--- config.mk ---
export PLATFORM = sky130hd
export DESIGN_NAME = pfd_xor_disc
export DESIGN_NICKNAME = d
export VERILOG_FILES = /design/src/rtl/pfd_pkg.sv /design/src/rtl/pfd_edge_sync.sv /design/src/rtl/pfd_half.sv /design/src/rtl/pfd_freq_flags.sv /design/src/rtl/pfd_xor_disc.sv
export SDC_FILE = /design/constraint.sdc
export NUM_CORES = 1
export LEC_CHECK = 0
export ABC_AREA = 1
export ABC_CLOCK_PERIOD_IN_PS = 1600
export BUFFER_PORTS_ARGS = -buffer_cell sky130_fd_sc_hd__buf_2
export CAP_MARGIN = 20
export CORE_AREA = 4 4 41 43
export CTS_CLUSTER_DIAMETER = 30
export DETAILED_ROUTE_END_ITERATION = 10
export DIE_AREA = 0 0 45 47
export GPL_TIMING_DRIVEN = 0
export PLACE_DENSITY = 0.61
export REMOVE_ABC_BUFFERS = 1
export SYNTH_ARGS = -nofsm -noshare
export SYNTH_HDL_FRONTEND = slang
export SYNTH_SLANG_ARGS = --single-unit
--- constraint.sdc ---
create_clock -name clk_i -period 1.6 [get_ports clk_i]
set_clock_uncertainty 0.2 [all_clocks]
set_input_delay 0.24 -clock clk_i [delete_from_list [all_inputs] [get_ports clk_i]]
set_output_delay 0.24 -clock clk_i [all_outputs]
set_load 0.02 [all_outputs]
--- src/rtl/pfd_pkg.sv ---
package pfd_pkg;
  localparam int unsigned PFD_SYNC_DEPTH = 2;

  typedef struct packed {
    logic lo;  // oscillator too slow
    logic hi;  // oscillator too fast
  } fd_flags_t;
endpackage

--- src/rtl/pfd_edge_sync.sv ---
module pfd_edge_sync #(
  parameter int unsigned STAGES = pfd_pkg::PFD_SYNC_DEPTH
) (
  input  logic clk_i,
  input  logic rst_ni,
  input  logic in_i,
  output logic rise_o
);
  logic [STAGES:0] sh_q;

  always_ff @(posedge clk_i or negedge rst_ni) begin
    if (!rst_ni) sh_q <= '0;
    else         sh_q <= {sh_q[STAGES-1:0], in_i};
  end

  assign rise_o = sh_q[STAGES-1] & ~sh_q[STAGES];

  AST_RISE_SINGLE: assert property (@(posedge clk_i) disable iff (!rst_ni)
    rise_o |=> !rise_o);
endmodule

--- src/rtl/pfd_half.sv ---
module pfd_half (
  input  logic clk_i,
  input  logic rst_ni,
  input  logic rise_i,
  output logic half_o
);
  always_ff @(posedge clk_i or negedge rst_ni) begin
    if (!rst_ni)     half_o <= 1'b0;
    else if (rise_i) half_o <= ~half_o;
  end

  AST_HALF_FLIPS: assert property (@(posedge clk_i) disable iff (!rst_ni)
    rise_i |=> (half_o != $past(half_o)));
  AST_HALF_HOLDS: assert property (@(posedge clk_i) disable iff (!rst_ni)
    !rise_i |=> $stable(half_o));
endmodule

--- src/rtl/pfd_freq_flags.sv ---
module pfd_freq_flags
  import pfd_pkg::*;
(
  input  logic      clk_i,
  input  logic      rst_ni,
  input  logic      ref_rise_i,
  input  logic      osc_rise_i,
  output fd_flags_t flags_o
);
  // pend_*: that input has edged since the other one last did
  logic pend_ref_q, pend_osc_q;

  always_ff @(posedge clk_i or negedge rst_ni) begin
    if (!rst_ni) begin
      pend_ref_q <= 1'b0;
      pend_osc_q <= 1'b0;
      flags_o    <= '0;
    end else begin
      unique case ({ref_rise_i, osc_rise_i})
        2'b10: begin
          flags_o.lo <= flags_o.lo | pend_ref_q;
          flags_o.hi <= 1'b0;
          pend_ref_q <= 1'b1;
          pend_osc_q <= 1'b0;
        end
        2'b01: begin
          flags_o.hi <= flags_o.hi | pend_osc_q;
          flags_o.lo <= 1'b0;
          pend_osc_q <= 1'b1;
          pend_ref_q <= 1'b0;
        end
        2'b11: begin
          flags_o    <= '0;
          pend_ref_q <= 1'b0;
          pend_osc_q <= 1'b0;
        end
        default: ;
      endcase
    end
  end

  AST_FLAGS_EXCL: assert property (@(posedge clk_i) disable iff (!rst_ni)
    !(flags_o.lo && flags_o.hi));
  AST_LO_CLEARS: assert property (@(posedge clk_i) disable iff (!rst_ni)
    osc_rise_i |=> !flags_o.lo);
  AST_HI_CLEARS: assert property (@(posedge clk_i) disable iff (!rst_ni)
    ref_rise_i |=> !flags_o.hi);
  AST_SIM_NO_FLAG: assert property (@(posedge clk_i) disable iff (!rst_ni)
    (ref_rise_i && osc_rise_i) |=> (!flags_o.lo && !flags_o.hi));
endmodule

--- src/rtl/pfd_xor_disc.sv ---
module pfd_xor_disc
  import pfd_pkg::*;
#(
  parameter int unsigned SYNC_STAGES = PFD_SYNC_DEPTH
) (
  input  logic clk_i,
  input  logic rst_ni,
  input  logic ref_i,
  input  logic osc_i,
  output logic out_o,
  output logic out_no
);
  localparam int unsigned NCH = 2;  // 0: reference, 1: oscillator

  logic [NCH-1:0] in_w, rise_w, half_w;
  fd_flags_t      flags;
  logic           out_d;

  assign in_w = {osc_i, ref_i};

  for (genvar c = 0; c < NCH; c++) begin : g_ch
    pfd_edge_sync #(.STAGES(SYNC_STAGES)) u_sync (
      .clk_i (clk_i),
      .rst_ni(rst_ni),
      .in_i  (in_w[c]),
      .rise_o(rise_w[c])
    );
    pfd_half u_half (
      .clk_i (clk_i),
      .rst_ni(rst_ni),
      .rise_i(rise_w[c]),
      .half_o(half_w[c])
    );
  end

  pfd_freq_flags u_flags (
    .clk_i     (clk_i),
    .rst_ni    (rst_ni),
    .ref_rise_i(rise_w[0]),
    .osc_rise_i(rise_w[1]),
    .flags_o   (flags)
  );

  // flags override the phase XOR
  assign out_d = flags.lo | (~flags.hi & (half_w[0] ^ half_w[1]));

  always_ff @(posedge clk_i or negedge rst_ni) begin
    if (!rst_ni) begin
      out_o  <= 1'b0;
      out_no <= 1'b1;
    end else begin
      out_o  <= out_d;
      out_no <= ~out_d;
    end
  end

  AST_LO_FORCES_HIGH: assert property (@(posedge clk_i) disable iff (!rst_ni)
    flags.lo |=> out_o);
  AST_HI_FORCES_LOW: assert property (@(posedge clk_i) disable iff (!rst_ni)
    flags.hi |=> !out_o);
  AST_OUT_COMPL: assert property (@(posedge clk_i) disable iff (!rst_ni)
    out_no == !out_o);
  AST_NO_EDGE_LOW: assert property (@(posedge clk_i) disable iff (!rst_ni)
    (half_w == '0 && flags == '0) |=> !out_o);
endmodule

==> impl_metrics.env <==
export IMPL_outcome="complete, no violations"
export IMPL_cts_path_max_buffers=2
export IMPL_cts_made_buffers=3
export IMPL_grt_pass1_vias=281
export IMPL_max_freq_ghz=0.719
export IMPL_p_seq_share_pct=51.9
export IMPL_final_cells=73
export IMPL_area_growth_pct=22.2
export IMPL_fin_crit_ns=1.39
export IMPL_startpoint_type="register"
export IMPL_synth_compound_area_share_pct=3.03
export IMPL_drive_above_1_share_pct=20.7
export IMPL_drc_errors=0
export IMPL_syn_inst=46
export IMPL_synthMuxAreaShare_pct=0
export IMPL_floorplan_rows=13
export IMPL_most_common_layout_cells="dfrtp_1, inv_1, nand2_1"
export IMPL_setup_viol=0
export IMPL_vias=314
export IMPL_grt_start_max_net_pins=15
export IMPL_synth_cell_types=10
export IMPL_cts_tree="built"
export IMPL_crit_path_max_incr_delay_ns=0.52
export IMPL_arrival_ns=0.95
export IMPL_die_width_um=45
export IMPL_synth_fa_ha_area_share_pct=0
export IMPL_drt_iter0_markers=1
export IMPL_clkLatencyLatePin_ns=0.28
export IMPL_grt_pass1_wl_mm=1.16
export IMPL_synth_top_family_by_area="simple AND/OR/NAND/NOR gates"
export IMPL_drt_pass1_iterations=4
export IMPL_peakVddDrop_mv=0.606
export IMPL_rsz0062_at_grt="false"
export IMPL_worstPathMaxFanout=1
export IMPL_ys_ff_latch=14
export IMPL_regToRegStartpoint="g_ch[0].u_sync.sh_q[2]$_DFF_PN0_"
export IMPL_setup_tns_ns=0
export IMPL_die_h_um=47
export IMPL_dieArea_mm2=0.00212
export IMPL_p_leak_nw=0.322
export IMPL_gp_congestion=0.681
export IMPL_diodes=0
export IMPL_syn_cell_area_um2=495
export IMPL_cp_top_family="flip-flops"
export IMPL_post_cts_buffers=0
export IMPL_end_kind="output pin"
export IMPL_path_class="register to output pin"
export IMPL_intPower_w=0.000641
export IMPL_rrSetupSlack_ns=0.61
export IMPL_crit_chain="buf_2"
export IMPL_combinationalPowerShare_pct=19.9
export IMPL_clock_sinks=14
export IMPL_cts_root_buf="clkbuf_4"
export IMPL_core_mm2=0.00130
export IMPL_hold_viol_final=0
export IMPL_fillers=132
export IMPL_worst_path_stages=1
export IMPL_synth_avg_cell_area_um2=10.8
export IMPL_synth_xor_area_share_pct=3.54
export IMPL_pwr_share_clk_pct=28.1
export IMPL_crit_end="out_no"
export IMPL_ys_seq_area_share_pct=71.0
export IMPL_fin_nets=63
export IMPL_h_tree_depth=1
export IMPL_p_sw_share_pct=28.9
export IMPL_cap_viol_max_count=0
export IMPL_ant_nets=0
export IMPL_max_slew_margin_pct=80.2
export IMPL_hp_start="g_ch[0].u_sync.sh_q[0]$_DFF_PN0_"
export IMPL_clk_pin_slew_ns=0.08
export IMPL_p_sw_w=0.000260
export IMPL_yosys_warnings=0
export IMPL_viasPerCell=4.30
export IMPL_worstRegToRegCells=3
export IMPL_maxSlewViolCount=0
export IMPL_tightest_slew_ns=0.297
export IMPL_r2r_end="g_ch[0].u_half.half_o$_DFFE_PN0P_"
export IMPL_hp_class="register to register"
export IMPL_required_ns=1.16
export IMPL_track_usage_pct=8.62
export IMPL_placed_cells=66
export IMPL_power_w=0.000901
export IMPL_synth_simple_area_share_pct=14.9
export IMPL_routed_wl_um=698
export IMPL_period_share_pct=86.9
export IMPL_routedWlPerCell_um=9.56
export IMPL_cp_slowest_cell="dfstp_2"
export IMPL_portBuffers=5
export IMPL_worstSetupStartpoint="out_no$_DFF_PN1_"
export IMPL_layout_commonest_cell="dfrtp_1"
export IMPL_power_density_mw_per_mm2=1490
export IMPL_start_util_pct=38.1
export IMPL_grt_overflow=0
export IMPL_antenna_found_initial=0
export IMPL_pin_count=6
export IMPL_worstPathBufferInverterCount=1
[layer usage]
| metal | track usage, % | part of all wire (%) | vias to the layer above | routed length [µm] |
|---|---|---|---|---|
| met3 | 3.45 | 6.0 | 5 | 42 |
| met2 | 10.5 | 40 | 8 | 277 |
| met4 | 10.5 | 5.2 | 0 | 36 |
| met1 | 10.3 | 49 | 141 | 342 |
| li1 | - | - | 160 | - |
| met5 | 0 | 0 | - | 0 |
[final cells by class]
cell class	instances	area (µm²)	share of cell area [%]
sequential	14	352	58.1
multi-input combinational	22	106	17.6
timing repair buffer	8	55.1	9.09
inverter	10	37.5	6.20
clock buffer	4	36.3	5.99
tap	15	18.8	3.10
[metrics by stage]
| step | cell area, µm² | worst slack (ns) | util, % | hold slack, ns |
|---|---|---|---|---|
| 2_1_floorplan | 495 | 0.606 | - | -0.256 |
| 3_3_place_gp | 539 | 0.523 | 41.4 | -0.0534 |
| 3_5_place_dp | 539 | 0.522 | 41.4 | -0.0555 |
| 4_1_cts | 606 | 0.205 | 46.5 | 0.153 |
| 5_1_grt | 606 | 0.182 | 46.5 | 0.161 |
| 6_report | 606 | 0.210 | 46.5 | 0.151 |
[synth_stat cells, drive strengths merged]
master / n / area [µm²]
dfrtp: 13 / 325
inv: 10 / 37.5
nand2: 8 / 35.0
nor2: 5 / 18.8
nand3: 4 / 20.0
a21oi: 2 / 10.0
xor2: 2 / 17.5
dfstp: 1 / 26.3
o21ai: 1 / 5.00
[what timing repair did]
| item | in CTS | in global routing |
|---|---|---|
| gates resized for setup | 0 | 0 |
| hold buffers | 3 | 0 |
| endpoints found under the hold margin | 16 | 0 |
[power groups by stage]
stage                     Combinational (W)  Clock (W)  Sequential [W]
final                              0.000179   0.000253        0.000468
after global routing               0.000207   0.000277        0.000475
after global placement             0.000174          0        0.000472
after detailed placement           0.000174          0        0.000475
after CTS                          0.000181   0.000258        0.000468
after floorplan                   0.0000919          0        0.000505
[flip-flops by register name, indices dropped and copies added, names as in the netlist]
register and cells:
g_ch.u_sync.sh_q 6, g_ch.u_half.half_o 2, u_flags.flags_o 2, out_no 1, out_o 1, u_flags.pend_osc_q 1
u_flags.pend_ref_q 1
[logic make-up after synthesis]
kind of cell    Yosys count
simple gates             17
flops                    14
buf+inv                  10
compound gates            3
xor+xnor                  2
[how the worst min path moves through the flow]
stage,endpoint,slack (ns),cells past startpoint
2_1_floorplan,g_ch[0].u_half.half_o$_DFFE_PN0P_,-0.26,0
3_3_place_gp,g_ch[0].u_half.half_o$_DFFE_PN0P_,-0.05,1
3_5_place_dp,g_ch[0].u_half.half_o$_DFFE_PN0P_,-0.06,1
4_1_cts,g_ch[0].u_sync.sh_q[1]$_DFF_PN0_,0.15,0
5_1_grt,g_ch[0].u_sync.sh_q[1]$_DFF_PN0_,0.16,0
6_report,g_ch[0].u_sync.sh_q[1]$_DFF_PN0_,0.15,0
Note: power is estimated with default switching activity, not from simulation.
